**config.mk**
```make
export PLATFORM = sky130hd
export DESIGN_NAME = dma_hold_arbiter
export DESIGN_NICKNAME = d
export VERILOG_FILES = /design/src/rtl/dma_arb_pkg.sv /design/src/rtl/dma_req_sync.sv /design/src/rtl/dma_prio_pick.sv /design/src/rtl/dma_hold_fsm.sv /design/src/rtl/dma_hold_arbiter.sv
export SDC_FILE = /design/constraint.sdc
export NUM_CORES = 1
export LEC_CHECK = 0
export BUFFER_PORTS_ARGS = -buffer_cell sky130_fd_sc_hd__clkbuf_2
export CORE_UTILIZATION = 40
export DETAILED_ROUTE_END_ITERATION = 6
export PLACE_DENSITY_LB_ADDON = 0.15
export SYNTH_ARGS = -nofsm -noshare
export SYNTH_HDL_FRONTEND = slang
export SYNTH_SLANG_ARGS = --single-unit
```
**constraint.sdc**
```tcl
create_clock -name clk -period 2.4 [get_ports clk]
set_input_delay 0.24 -clock clk [delete_from_list [all_inputs] [get_ports clk]]
set_output_delay 0.24 -clock clk [all_outputs]
set_load 0.02 [all_outputs]
```
**src/rtl/dma_arb_pkg.sv**
```systemverilog
package dma_arb_pkg;
  typedef enum logic [1:0] {
    ST_IDLE = 2'd0,
    ST_REQ  = 2'd1,
    ST_ACT  = 2'd2,
    ST_TERM = 2'd3
  } dma_state_e;
endpackage

```
**src/rtl/dma_req_sync.sv**
```systemverilog
module dma_req_sync #(
  parameter int N      = 4,
  parameter int STAGES = 2
) (
  input  logic         clk,
  input  logic         rst_n,
  input  logic [N-1:0] d_async,
  output logic [N-1:0] q_sync
);
  localparam int LAST = STAGES - 1;

  for (genvar c = 0; c < N; c++) begin : g_chan
    logic [STAGES-1:0] chain_q;
    always_ff @(posedge clk or negedge rst_n) begin
      if (!rst_n) chain_q <= '0;
      else        chain_q <= {chain_q[STAGES-2:0], d_async[c]};
    end
    assign q_sync[c] = chain_q[LAST];
  end
endmodule

```
**src/rtl/dma_prio_pick.sv**
```systemverilog
module dma_prio_pick #(
  parameter int N = 4
) (
  input  logic [N-1:0] valid,
  output logic [N-1:0] winner
);
  logic found;
  always_comb begin
    winner = '0;
    found  = 1'b0;
    for (int i = 0; i < N; i++) begin
      if (valid[i] && !found) begin
        winner[i] = 1'b1;
        found     = 1'b1;
      end
    end
  end
endmodule

```
**src/rtl/dma_hold_fsm.sv**
```systemverilog
module dma_hold_fsm
  import dma_arb_pkg::*;
#(
  parameter int N = 4
) (
  input  logic         clk,
  input  logic         rst_n,
  input  logic         valid_any,
  input  logic [N-1:0] winner,
  input  logic         hold_ack,
  input  logic         eop_n,
  output logic         hold_req,
  output logic         addr_en,
  output logic         ior_oe,
  output logic [N-1:0] chan_ack
);
  dma_state_e st_q, st_d;
  logic [N-1:0] lat_q;
  logic         lat_en;

  always_comb begin
    st_d = st_q;
    unique case (st_q)
      ST_IDLE: if (valid_any) st_d = ST_REQ;
      ST_REQ: begin
        if (hold_ack && valid_any) st_d = ST_ACT;
        else if (!valid_any)       st_d = ST_IDLE;
      end
      ST_ACT:  if (!eop_n) st_d = ST_TERM;
      ST_TERM: st_d = ST_IDLE;
      default: st_d = ST_IDLE;
    endcase
  end

  assign lat_en = (st_q == ST_REQ) && hold_ack && valid_any;

  always_ff @(posedge clk or negedge rst_n) begin
    if (!rst_n) begin
      st_q  <= ST_IDLE;
      lat_q <= '0;
    end else begin
      st_q <= st_d;
      if (lat_en) lat_q <= winner;
    end
  end

  assign hold_req = (st_q == ST_REQ) || (st_q == ST_ACT);
  assign addr_en  = (st_q == ST_ACT);
  assign ior_oe   = (st_q == ST_ACT);
  assign chan_ack = (st_q == ST_ACT) ? lat_q : '0;

  p_grant_after_ack_r3: assert property (@(posedge clk) disable iff (!rst_n)
    $rose(addr_en) |-> $past(hold_ack));
  p_ack_onehot_r4: assert property (@(posedge clk) disable iff (!rst_n)
    $onehot0(chan_ack));
  p_chan_held_r5: assert property (@(posedge clk) disable iff (!rst_n)
    (addr_en && $past(addr_en)) |-> $stable(chan_ack));
  p_eop_release_r6: assert property (@(posedge clk) disable iff (!rst_n)
    (addr_en && !eop_n) |=> (!hold_req && !addr_en && chan_ack == '0));
  p_strobe_with_ack_r8: assert property (@(posedge clk) disable iff (!rst_n)
    (chan_ack != '0) |-> (ior_oe && addr_en && hold_req));
endmodule

```
**src/rtl/dma_hold_arbiter.sv**
```systemverilog
module dma_hold_arbiter #(
  parameter int N      = 4,
  parameter int STAGES = 2
) (
  input  logic         clk,
  input  logic         rst_n,
  input  logic [N-1:0] req_async,
  input  logic         mask_wr,
  input  logic [N-1:0] mask_wdata,
  input  logic         hold_ack,
  input  logic         eop_n,
  output logic         hold_req,
  output logic [N-1:0] chan_ack,
  output logic         addr_en,
  output logic         ior_oe
);
  logic [N-1:0] req_s;
  logic [N-1:0] mask_q;
  logic [N-1:0] valid;
  logic [N-1:0] winner;

  always_ff @(posedge clk or negedge rst_n) begin
    if (!rst_n)       mask_q <= '1;
    else if (mask_wr) mask_q <= mask_wdata;
  end

  assign valid = req_s & ~mask_q;

  dma_req_sync #(.N(N), .STAGES(STAGES)) sync_i (
    .clk(clk), .rst_n(rst_n), .d_async(req_async), .q_sync(req_s)
  );

  dma_prio_pick #(.N(N)) pick_i (
    .valid(valid), .winner(winner)
  );

  dma_hold_fsm #(.N(N)) fsm_i (
    .clk(clk), .rst_n(rst_n), .valid_any(|valid), .winner(winner),
    .hold_ack(hold_ack), .eop_n(eop_n), .hold_req(hold_req),
    .addr_en(addr_en), .ior_oe(ior_oe), .chan_ack(chan_ack)
  );

  p_hold_needs_valid_r2: assert property (@(posedge clk) disable iff (!rst_n)
    $rose(hold_req) |-> $past(valid != '0));
  p_ack_unmasked_r4: assert property (@(posedge clk) disable iff (!rst_n)
    $rose(addr_en) |-> ((chan_ack & $past(valid)) == chan_ack));
endmodule

```
After elaboration in Yosys (flattened, before gate mapping):

Index checks and enable logic that the tools add are counted.

* memories: 0
* latch bits: 0
* word-level logic and storage cells: 40
* bits in read-only memories: 0
* bits in writable memories: 0
* output and inout port bits: 7
* input port bits: 13
* register bits: 18

* equality and inequality tests: 6
* mux-type cells: 12
* multipliers: 0
* reductions and logical operators: 13
* order comparisons: 0
* add/subtract/negate cells: 0
* bitwise operators: 2
* shift operators: 0
* divide/modulo/power cells: 0

Operator list (count)
* $mux 2: 4
* $pmux 2 s4: 1
* $logic_and 1x1->1: 6
* $mux 1: 6
* $and 4x4->4: 1
* $eq 2x2->1 const B: 2
* $mux 4: 1
* $not 4->4: 1
* $reduce_or 4->1: 1
* $logic_not 1->1: 3
* $ne 3x3->1 const B: 1
* $reduce_and 3->1: 1
* $eq 2x1->1 const B: 1
* $logic_not 2->1: 1
* $ne 2x1->1 const B: 1
* $ne 2x2->1 const B: 1
* $logic_or 1x1->1: 1

Logic depth before layout (Yosys ltp):

Gate-level depths: netlist of the first run.

* depth after elaboration: 12
* gate-level depth with buffers: 5
* mapped depth without buffers: 5

Cells and area by module:

From an unflattened synthesis of the first run, not the netlist that was laid out.

* cells, all modules: 59
* area total of the unflattened synthesis: 804.5 um2

By module, submodules not included
* dma_hold_fsm: cells an instance 30, area each 347.8 um2, instances 1
* dma_req_sync: cells an instance 12, area each 230.2 um2, instances 1
* dma_hold_arbiter: cells an instance 13, area each 190.2 um2, instances 1
* dma_prio_pick: cells an instance 4, area each 36.3 um2, instances 1

Worst setup path before layout of the first run:

Ideal clock, no wire load.

* path kind: register to register
* start: register mask_q[1]
* end: register fsm_i.lat_q[0]
* data arrival time: 1616 ps
* setup time: 127 ps
* cell stages (with the launch flop): 6
* data required time: 2273 ps
* clock period less this slack: 1744 ps
* setup slack: 656 ps
* path through: dfstp_2 -> nor2b_4 -> or4_4 -> buf_6 -> nand3_2 -> mux2_1

* longest elaborated chain between the ends: 4

RTL lines
* start: declaration: RTL line dma_hold_arbiter.sv:18 `logic [N-1:0] mask_q;`
* start signal: assignment: RTL line dma_hold_arbiter.sv:24 `else if (mask_wr) mask_q <= mask_wdata;`
* $not 4->4: RTL line dma_hold_arbiter.sv:27 `assign valid = req_s & ~mask_q;`
* $and 4x4->4: RTL line dma_hold_arbiter.sv:27
* $reduce_or 4->1: RTL line dma_hold_arbiter.sv:38 `.clk(clk), .rst_n(rst_n), .valid_any(|valid), .winner(winner),`
* $logic_and 1x1->1: RTL line dma_hold_fsm.sv:35 `assign lat_en = (st_q == ST_REQ) && hold_ack && valid_any;`
* end signal: assignment: RTL line dma_hold_fsm.sv:43 `if (lat_en) lat_q <= winner;`
* end: declaration: RTL line dma_hold_fsm.sv:18 `logic [N-1:0] lat_q;`

No other way between the ends.
A chain may end at the register's enable or synchronous reset.

Worst setup path after layout of the first run:

* start: register fsm_i.st_q[0]
* end: output chan_ack[2]

* longest elaborated chain between the ends: 2

RTL lines
* start: declaration: RTL line dma_hold_fsm.sv:17 `dma_state_e st_q, st_d;`
* start signal: assignment: RTL line dma_hold_fsm.sv:42 `st_q <= st_d;`
* $eq 2x2->1: RTL line dma_hold_fsm.sv:50 `assign chan_ack = (st_q == ST_ACT) ? lat_q : '0;`
* $mux 4: RTL line dma_hold_fsm.sv:50
* end: declaration: RTL line dma_hold_arbiter.sv:13 `output logic [N-1:0] chan_ack,`

No other way between the ends.

==> impl_metrics.yaml, run 1 <==
clock_network:
  ctsResizeCount: 0
  clkTransAtPathRegs_ps: 100
  postCtsSetupRepairBufs: 0
  clockBufferDepth: 2
  cts_tree: "yes"
  numCtsBuffers: 3
  h-tree-depth: 1
  cts_sinks: 18
  worstSkewPairLatency_ps: 280
  cts_root_buf: "clkbuf_4"
worst_setup_path:
  critPathLaunchType: "flop"
  r2r-start: "mask_q[1]$_DFFE_PN1P_"
  worstSetupEndpointType: "output port"
  slowest_delay_ps: 420
  r2r_cells: 4
  worstPathMaxFanout: 8
  r2r_slack_ps: 660
  cp_data_arrival_time_ps: 1500
  slowest_stage: "dfrtp_1"
  r2r_end: "fsm_i.lat_q[0]$_DFFE_PN0P_"
  path_cells: "inv_1, ha_1, and2_1, clkbuf_2"
  required_ps: 2160
  path_class: "reg2out"
place:
  io_buffers: 19
  place_hpwl_um: 914
  place_ws_ps: 661
  place_inst: 101
  routabilityCongestion: 0.800
timing:
  max_slew_margin_pct: 71.0
  max_freq_ghz: 0.573
  rsz0062_at_grt: "no"
  fin_worst_skew_ps: 4.23
  tightest_slew_ps: 434
  final_hold_viol_count: 0
  finalSetupTns_ps: 0
  finalSetupViolations: 0
  setup_ws_ps: 656
  fin_crit_ps: 1740
  drv_slew: 0
  post-route-period-util_pct: 72.7
yosys:
  ys_types: 25
  syn_area_um2: 791
  ys_seq_area_share_pct: 57.6
  synthArstFlopShare_pct: 100
  syn_avg_cell_area_um2: 13.4
  ys_seq_elements: 18
  synthCells: 59
  synthesis.nets: 75
  yosys_warnings: 0
  synth_ff_type: "dfrtp_1"
  synth_edf_count: 0
routing:
  drtIter0Drc: 3
  firstDrtPassIters: 2
  wirelength_mm: 1.19
  vias: 513
  drtAntennaViolNets: 0
  drc: 0
  wl_per_cell_um: 11.3
  post_drt_via_cell_ratio: 4.89
finish:
  antennaDiodeCount: 0
  multi_input_area_um2: 302
  fin_nets: 98
  fillers: 172
  stdcell_count: 105
  drive_above_1_share_pct: 45.0
  seq_area_um2: 455
  area_growth_pct: 17.7
global_routing:
  grt_max_degree: 19
  grt_pass1_wl_mm: 1.86
  grt_pass1_vias: 481
  track_usage_pct: 12.7
  overflow: 0
  antenna_found_initial: 0
die:
  start_util_pct: 44.4
  io_pins: 20
  fp-row-count: 15
  dieArea_um2: 2160
  dieWidth_um: 46.5
  chipHeight_um: 46.5
  coreArea_um2: 1780
run:
  max-cap-violations: 0
pwr:
  ir_drop_mv: 0.445
  leakagePower_nw: 0.447
  powerDensity_nw_per_um2: 907
min_path:
  hp-class: "in2reg"
  min_from: "req_async[3]"
  hold_end: "sync_i.g_chan[3].chain_q[0]$_DFF_PN0_"
  hold_path_depth: 1
outcome:
  status: "completed"
-- what timing repair did --
action	CTS	global route
endpoints found under the setup margin	0	0
hold endpoints to repair	14	0
hold buffers	1	0
-- cell families after synthesis --
family / synth area share (%)
DFF: 57.6
and+or+nand+nor: 15.2
AOI/OAI and AO/OA: 9.65
buffers and inverters: 4.27
muxes: 8.54
adders and majority gates: 4.75
-- area by class of cell --
cell class | instances | area share, %
clock buffers | 3 | 2.42
multi-input cells | 35 | 32.4
well taps | 25 | 3.36
flip-flops and latches | 18 | 48.9
inverters | 4 | 1.61
repair buffers | 20 | 11.3
-- registers in the layout, indices dropped and copies added, names as in the netlist, named ones only --
signal                 cells
mask_q                     4
sync_i.g_chan.chain_q      8
fsm_i.st_q                 1
fsm_i.lat_q                4
-- routing by layer --
metal | wire [um] | GRT usage (%)
met1 | 568 | 14.2
met2 | 551 | 21.4
met3 | 58 | 2.35
met4 | 10 | 8.82
met5 | 0 | 0
-- per-stage QoR --
step | hold WS, ps | power, mW | area [um^2] | util (%)
2_1_floorplan | -55.6 | 0.640 | 791 | -
3_3_place_gp | 197 | 0.706 | 898 | 50.4
3_5_place_dp | 209 | 0.711 | 898 | 50.4
4_1_cts | 46.0 | 0.856 | 931 | 52.2
5_1_grt | 40.9 | 0.899 | 931 | 52.2
6_report | 54.8 | 0.844 | 931 | 52.2
-- where the power goes --
part / total [mW] / leakage, nW / internal (mW) / switching [mW]
sequential: 0.396 / 0.212 / 0.363 / 0.0332
clock: 0.143 / 0.0138 / 0.0582 / 0.0847
combinational: 0.305 / 0.221 / 0.132 / 0.173
-- worst max-delay path by stage --
stage	depth (start not counted)	end	start
after floorplan	5	fsm_i.lat_q[0]$_DFFE_PN0P_	mask_q[1]$_DFFE_PN1P_
after global placement	4	fsm_i.lat_q[1]$_DFFE_PN0P_	mask_q[1]$_DFFE_PN1P_
after detailed placement	4	fsm_i.lat_q[0]$_DFFE_PN0P_	mask_q[1]$_DFFE_PN1P_
after CTS	4	chan_ack[0]	fsm_i.st_q[0]$_DFFE_PN0P_
after global routing	4	chan_ack[3]	fsm_i.st_q[0]$_DFFE_PN0P_
final	4	chan_ack[2]	fsm_i.st_q[0]$_DFFE_PN0P_
-- placed cells by master, fill, tap and decap left out, types with 2 or more instances in the layout --
cell      instances
mux2_1            2
a31oi_1           3
clkbuf_2         19
ha_1              3
and2_1            4
nand2_1           2
dfrtp_1          14
clkbuf_4          3
nor2b_1           4
dfstp_2           4
mux2_2            4
inv_1             4
-- worst max-delay path, delay by kind of cell, from the launching register on --
family,cells,cell delay (ps)
fa+ha+maj,1,320
flops,1,420
buf+inv,2,310
simple gates,1,170
-- cells in the mapped netlist (2+ instances only) --
cell / number / area share (%)
a31oi_1: 3 / 2.4
ha_1: 3 / 4.7
dfstp_2: 4 / 13
nor2b_1: 4 / 3.2
and2_1: 4 / 3.2
mux2_1: 2 / 2.8
dfrtp_1: 14 / 44
nand2_1: 2 / 0.95
inv_1: 4 / 1.9
mux2_2: 4 / 5.7
Power figures use the tool's default switching activity.
==> run 2, diff against run 1 <==
--- a/config.mk
+++ b/config.mk
@@ -5,6 +5,7 @@
 export SDC_FILE = /design/constraint.sdc
 export NUM_CORES = 1
 export LEC_CHECK = 0
+export ABC_AREA = 1
 export BUFFER_PORTS_ARGS = -buffer_cell sky130_fd_sc_hd__clkbuf_2
 export CORE_UTILIZATION = 40
 export DETAILED_ROUTE_END_ITERATION = 6
==> constraint.sdc (replaced) <==
create_clock -name clk -period 1.69 [get_ports clk]
set_input_delay 0.169 -clock clk [delete_from_list [all_inputs] [get_ports clk]]
set_output_delay 0.169 -clock clk [all_outputs]
set_load 0.02 [all_outputs]
==> run 2 against run 1 <==
Via count rose by 16%. Flip-flop and latch count did not move. Utilization rose by 3.7 points. Clock power rose by 50%. Cell count rose by 25%. Sequential share of layout area fell by 3.7 points.
==> impl_metrics.yaml, run 2 <==
worst_setup_path:
  path_cells: "inv_1, ha_2, nand2_1, inv_1, clkbuf_2"
  critPathLaunchType: "flop"
  cp_data_arrival_time_ps: 1380
  required_ps: 1520
  path_class: "reg2out"
  crit_top_cell: "inv_1"
  r2r_cells: 7
  slowest_stage: "dfrtp_1"
  slowest_delay_ps: 440
  worstSetupEndpointType: "output port"
  worstPathMaxFanout: 8
pwr:
  total_power_mw: 1.30
  p_int_mw: 0.811
  ir_drop_mv: 0.818
  leakagePower_nw: 0.535
  p_sw_share_pct: 37.5
  power_frac_seq_pct: 45.0
  powerDensity_nw_per_um2: 1290
  power_frac_comb_pct: 38.5
  p_sw_mw: 0.488
  pwr-share-clk_pct: 16.5
clock_network:
  worstSkewPairLatency_ps: 290
  h-tree-depth: 1
  cts_root_buf: "clkbuf_4"
  clkTransAtPathRegs_ps: 100
  cts_sinks: 18
  postCtsSetupRepairBufs: 0
  clockBufferDepth: 2
  numCtsBuffers: 3
  cts_tree: "yes"
finish:
  regMostFlops: "sync_i.g_chan.chain_q"
  final_cell_mix: "clkbuf_2, nand2_1, dfrtp_1"
  fin_nets: 123
  final_util_pct: 55.9
  final_common_cell: "clkbuf_2"
  top_regs: "sync_i.g_chan.chain_q x8, fsm_i.lat_q x4, mask_q x4"
  antennaDiodeCount: 0
  drive_above_1_share_pct: 41.5
  area_growth_pct: 24.4
  largest_reg_flops: 8
routing:
  drtAntennaViolNets: 0
  post_drt_via_cell_ratio: 4.54
  firstDrtPassIters: 4
  wl_per_cell_um: 9.98
  vias: 595
  wirelength_mm: 1.31
  drtIter0Drc: 4
  drc: 0
die:
  dieWidth_um: 47.0
  io_pins: 20
  dieArea_um2: 2210
  chipHeight_um: 47.0
  coreArea_um2: 1800
  start_util_pct: 44.9
  fp-row-count: 15
place:
  io_buffers: 19
  place_hpwl_mm: 1.02
  routabilityCongestion: 0.781
yosys:
  synth_ff_type: "dfrtp_1"
  syn_avg_cell_area_um2: 10.2
  synthesis.nets: 95
  yosysTopAreaCell: "dfrtp_1"
  yosys.area.top_type_share_pct: 43.3
  yosysMostFrequentCell: "nand2_1"
  syn_area_um2: 810
  ys_seq_elements: 18
  synthCells: 79
  ys_types: 21
  synthArstFlopShare_pct: 100
  synth_commonest_cells: "nand2_1, dfrtp_1, inv_1"
  ys_seq_area_share_pct: 56.3
  synth_edf_count: 0
  yosys_warnings: 0
  synthTopCellsByArea: "dfrtp_1, dfstp_2, nand2_1"
timing:
  post-route-period-util_pct: 91.6
  final_hold_viol_count: 0
  max_slew_margin_pct: 71.0
  fin_crit_ps: 1550
  finalSetupTns_ps: 0
  fin_worst_skew_ps: 4.64
  rsz0062_at_grt: "no"
  max_freq_ghz: 0.646
  finalSetupViolations: 0
  tightest_slew_ps: 435
  drv_slew: 0
run:
  max-cap-violations: 0
global_routing:
  overflow: 0
  track_usage_pct: 14.8
  grt_max_degree: 19
  antenna_found_initial: 0
  grt_pass1_vias: 570
  grt_pass1_wl_mm: 2.19
min_path:
  hold_path_depth: 3
  hp-class: "in2reg"
outcome:
  status: "completed"
==> run 2: cell count changes in the layout (fill, tap and decap cells not counted), sizes merged, moves of 2 or more <==
cell	previous run	this run
o31ai	0	2
a31oi	3	0
nand2	2	25
mux2	6	0
inv	4	13
dlygate4sd3	1	5
o21ai	1	6
and2	4	0
nor2	1	4
nor2b	5	0
nand4	0	3
==> run 2: worst paths after layout <==
kind | from | endpoint | slack [ps]
worst min register to register | sync_i.g_chan[3].chain_q[0]$_DFF_PN0_ | sync_i.g_chan[3].chain_q[1]$_DFF_PN0_ | 360
min in group asynchronous | rst_n | sync_i.g_chan[1].chain_q[1]$_DFF_PN0_ | 340
worst max-delay path | fsm_i.st_q[0]$_DFFE_PN0P_ | chan_ack[3] | 140
worst min-delay path | mask_wdata[2] | mask_q[2]$_DFFE_PN1P_ | 70
worst max register to register | fsm_i.st_q[0]$_DFFE_PN0P_ | flop | 420
max in group asynchronous | rst_n | mask_q[3]$_DFFE_PN1P_ | 1010
==> run 2: cell families (layout without fill, tap and decap cells) <==
kind of cell	Yosys count	after routing	synth area share, %
AO/OA/AOI/OAI	10	10	7.57
adder cells (fa/ha/maj)	3	3	4.64
buffers and inverters	14	41	6.95
flip-flops	18	18	56.3
AND/OR/NAND/NOR	34	34	24.6
==> run 2: metal layers <==
layer,vias to the layer above,track usage [%],routed length (um)
met5,-,0,0
met4,0,5.14,10
met3,2,6.15,72
met2,15,26.7,624
met1,275,15.5,600
li1,303,-,-
==> run 2: repair_timing <==
item | 4_1_cts | 5_1_grt
hold endpoints to repair | 18 | 0
gates resized for setup | 0 | 1
hold buffers | 5 | 0
setup endpoints to repair | 0 | 4
==> run 2: area by class of cell <==
class / count / area [um^2]
fillers: 174 / 795
flip-flops and latches: 18 / 455
multi-input cells: 47 / 300
repair buffers: 24 / 145
inverters: 13 / 48.8
well taps: 25 / 31.3
clock buffers: 4 / 26.3
==> run 2: stage by stage <==
step                      cells  worst slack, ps  area, um^2  hold WS (ps)
after floorplan              79              348         810          -127
after global placement      122              415         928           128
after detailed placement    122              328         928           134
after CTS                   131             43.7        1000          60.8
after global routing        131             19.2        1010          59.6
final                       131              141        1010          65.3
==> run 2: power by group through the flow <==
stage | Sequential, mW | Combinational [mW] | Clock (mW)
global placement | 0.591 | 0.484 | 0
finish | 0.584 | 0.500 | 0.215
detailed placement | 0.593 | 0.495 | 0
CTS | 0.584 | 0.506 | 0.228
floorplan | 0.578 | 0.394 | 0
global route | 0.594 | 0.563 | 0.246
==> run 2: critical path: cells and delay by family (launching register included) <==
kind / cells / cell delay [ps]
and+or+nand+nor: 1 / 70
buffers and inverters: 3 / 320
adders and majority gates: 1 / 270
DFF: 1 / 440
==> run 3, diff against run 2 <==
--- a/config.mk
+++ b/config.mk
@@ -7,7 +7,7 @@
 export LEC_CHECK = 0
 export ABC_AREA = 1
 export BUFFER_PORTS_ARGS = -buffer_cell sky130_fd_sc_hd__clkbuf_2
-export CORE_UTILIZATION = 40
+export CORE_UTILIZATION = 46
 export DETAILED_ROUTE_END_ITERATION = 6
 export PLACE_DENSITY_LB_ADDON = 0.15
 export SYNTH_ARGS = -nofsm -noshare
==> run 3 against run 2 <==
Critical path depth unchanged. Utilization up 7.9 points. Sequential power about the same. Routed wire length down 1.8%. Combinational power up 1%. Worst hold slack worse by 2.8 ps. Die area down 13%. Non-clock buffer count unchanged. Critical endpoint is now chan_ack[0]. Highest routed layer unchanged.
==> impl_metrics.yaml, run 3 (synthesis results as in run 2) <==
outcome:
  status: "completed"
clock_network:
  clockBufferDepth: 2
  cts_sinks: 18
  h-tree-depth: 1
  numCtsBuffers: 3
  postCtsSetupRepairBufs: 0
  clkTransAtPathRegs_ps: 100
  worstSkewPairLatency_ps: 290
  cts_root_buf: "clkbuf_4"
  cts_tree: "yes"
global_routing:
  grt_use_met1_pct: 21.8
  grt_pass1_wl_mm: 2.28
  grt-busiest-layer: "met2"
  use_met2_pct: 25.7
  grt_max_degree: 19
  track_usage_pct: 16.4
  grt_pass1_vias: 535
  antenna_found_initial: 0
  overflow: 0
  groute.layer.met3.usage_pct: 2.50
finish:
  fin_nets: 123
  regMostFlops: "sync_i.g_chan.chain_q"
  antennaDiodeCount: 0
  drive_above_1_share_pct: 42.5
  largest_reg_flops: 8
  final_cell_mix: "clkbuf_2, nand2_1, dfrtp_1"
  final_common_cell: "clkbuf_2"
  area_growth_pct: 24.3
  top_regs: "sync_i.g_chan.chain_q x8, fsm_i.lat_q x4, mask_q x4"
min_path:
  hold_end: "mask_q[2]$_DFFE_PN1P_"
  hold_path_depth: 3
  min_from: "mask_wdata[2]"
  hp-class: "in2reg"
routing:
  drtIter0Drc: 16
  wirelength_mm: 1.28
  firstDrtPassIters: 6
  drtAntennaViolNets: 0
  wl_per_cell_um: 10.5
  drc: 0
  post_drt_via_cell_ratio: 4.66
  vias: 568
worst_setup_path:
  slowest_delay_ps: 440
  cp_num_buf_inv: 3
  r2r_slack_ps: 380
  slowest_stage: "dfrtp_1"
  path_depth: 5
  path_class: "reg2out"
  worstPathMaxFanout: 8
  path_cells: "inv_1, ha_2, nand2_1, inv_1, clkbuf_2"
  cp_data_arrival_time_ps: 1390
  worstSetupEndpointType: "output port"
  crit_family: "flip-flops"
  r2r-start: "fsm_i.st_q[0]$_DFFE_PN0P_"
  required_ps: 1520
  crit_top_cell: "inv_1"
  r2r_cells: 7
  critPathLaunchType: "flop"
timing:
  fin_worst_skew_ps: 4.08
  finalSetupViolations: 0
  max_freq_ghz: 0.642
  final_hold_viol_count: 0
  finalSetupTns_ps: 0
  drv_slew: 0
  max_slew_margin_pct: 72.0
  whs_ps: 62.5
  setup_ws_ps: 131
  fin_crit_ps: 1560
  rsz0062_at_grt: "no"
  tightest_slew_ps: 421
  post-route-period-util_pct: 92.2
die:
  chipHeight_um: 44.0
  dieArea_um2: 1930
  fp-row-count: 14
  start_util_pct: 51.3
  io_pins: 20
  dieWidth_um: 44.0
  coreArea_um2: 1580
place:
  io_buffers: 19
  place_ws_ps: 326
  routabilityCongestion: 0.772
  place_hpwl_um: 976
pwr:
  leakagePower_nw: 0.541
  powerDensity_nw_per_um2: 1340
  ir_drop_mv: 0.831
run:
  max-cap-violations: 0
[run 3: final cells by class]
type | count | area [um^2]
fill | 132 | 571
multi-input combinational | 47 | 300
tap | 16 | 20.0
clock buffer | 4 | 36.3
timing repair buffer | 24 | 145
inverter | 13 | 48.8
sequential | 18 | 455
[run 3: how the worst max path moves through the flow]
stage,startpoint,endpoint,slack (ps)
floorplan,fsm_i.st_q[0]$_DFFE_PN0P_,flop,350
global placement,fsm_i.st_q[0]$_DFFE_PN0P_,flop,420
detailed placement,fsm_i.st_q[0]$_DFFE_PN0P_,flop,330
CTS,fsm_i.st_q[0]$_DFFE_PN0P_,chan_ack[0],30
global route,fsm_i.st_q[0]$_DFFE_PN0P_,chan_ack[0],40
finish,fsm_i.st_q[0]$_DFFE_PN0P_,chan_ack[0],130
[run 3: power breakdown]
group	switching, mW	total (mW)	internal [mW]	leakage, nW
Sequential	0.0581	0.584	0.525	0.212
Combinational	0.311	0.505	0.194	0.308
Clock	0.128	0.259	0.131	0.0210
[run 3: metrics by stage]
stage / utilization (%) / power (mW) / cells / instance area [um^2]
after floorplan: - / 0.973 / 79 / 810
after global placement: 58.2 / 1.07 / 113 / 917
after detailed placement: 58.2 / 1.09 / 113 / 917
after CTS: 63.7 / 1.36 / 122 / 1000
after global routing: 63.8 / 1.45 / 122 / 1010
final: 63.8 / 1.35 / 122 / 1010
[run 3: timing repair]
item | in CTS | in global routing
setup endpoints to repair | 0 | 4
hold buffers | 5 | 0
hold endpoints to repair | 18 | 0
gates resized for setup | 0 | 1
[run 3: worst reg2reg max path: cells and delay by family, from the launching register on]
kind,cells,cell delay [ps]
flops,1,430
simple gates,3,300
fa+ha+maj,1,250
buf+inv,2,150
compound gates,1,120
[run 3: routing by layer]
| layer | routed length (um) | part of all wire, % |
|---|---|---|
| met1 | 638 | 50 |
| met2 | 602 | 47 |
| met3 | 31 | 2.4 |
| met4 | 11 | 0.86 |
| met5 | 0 | 0 |
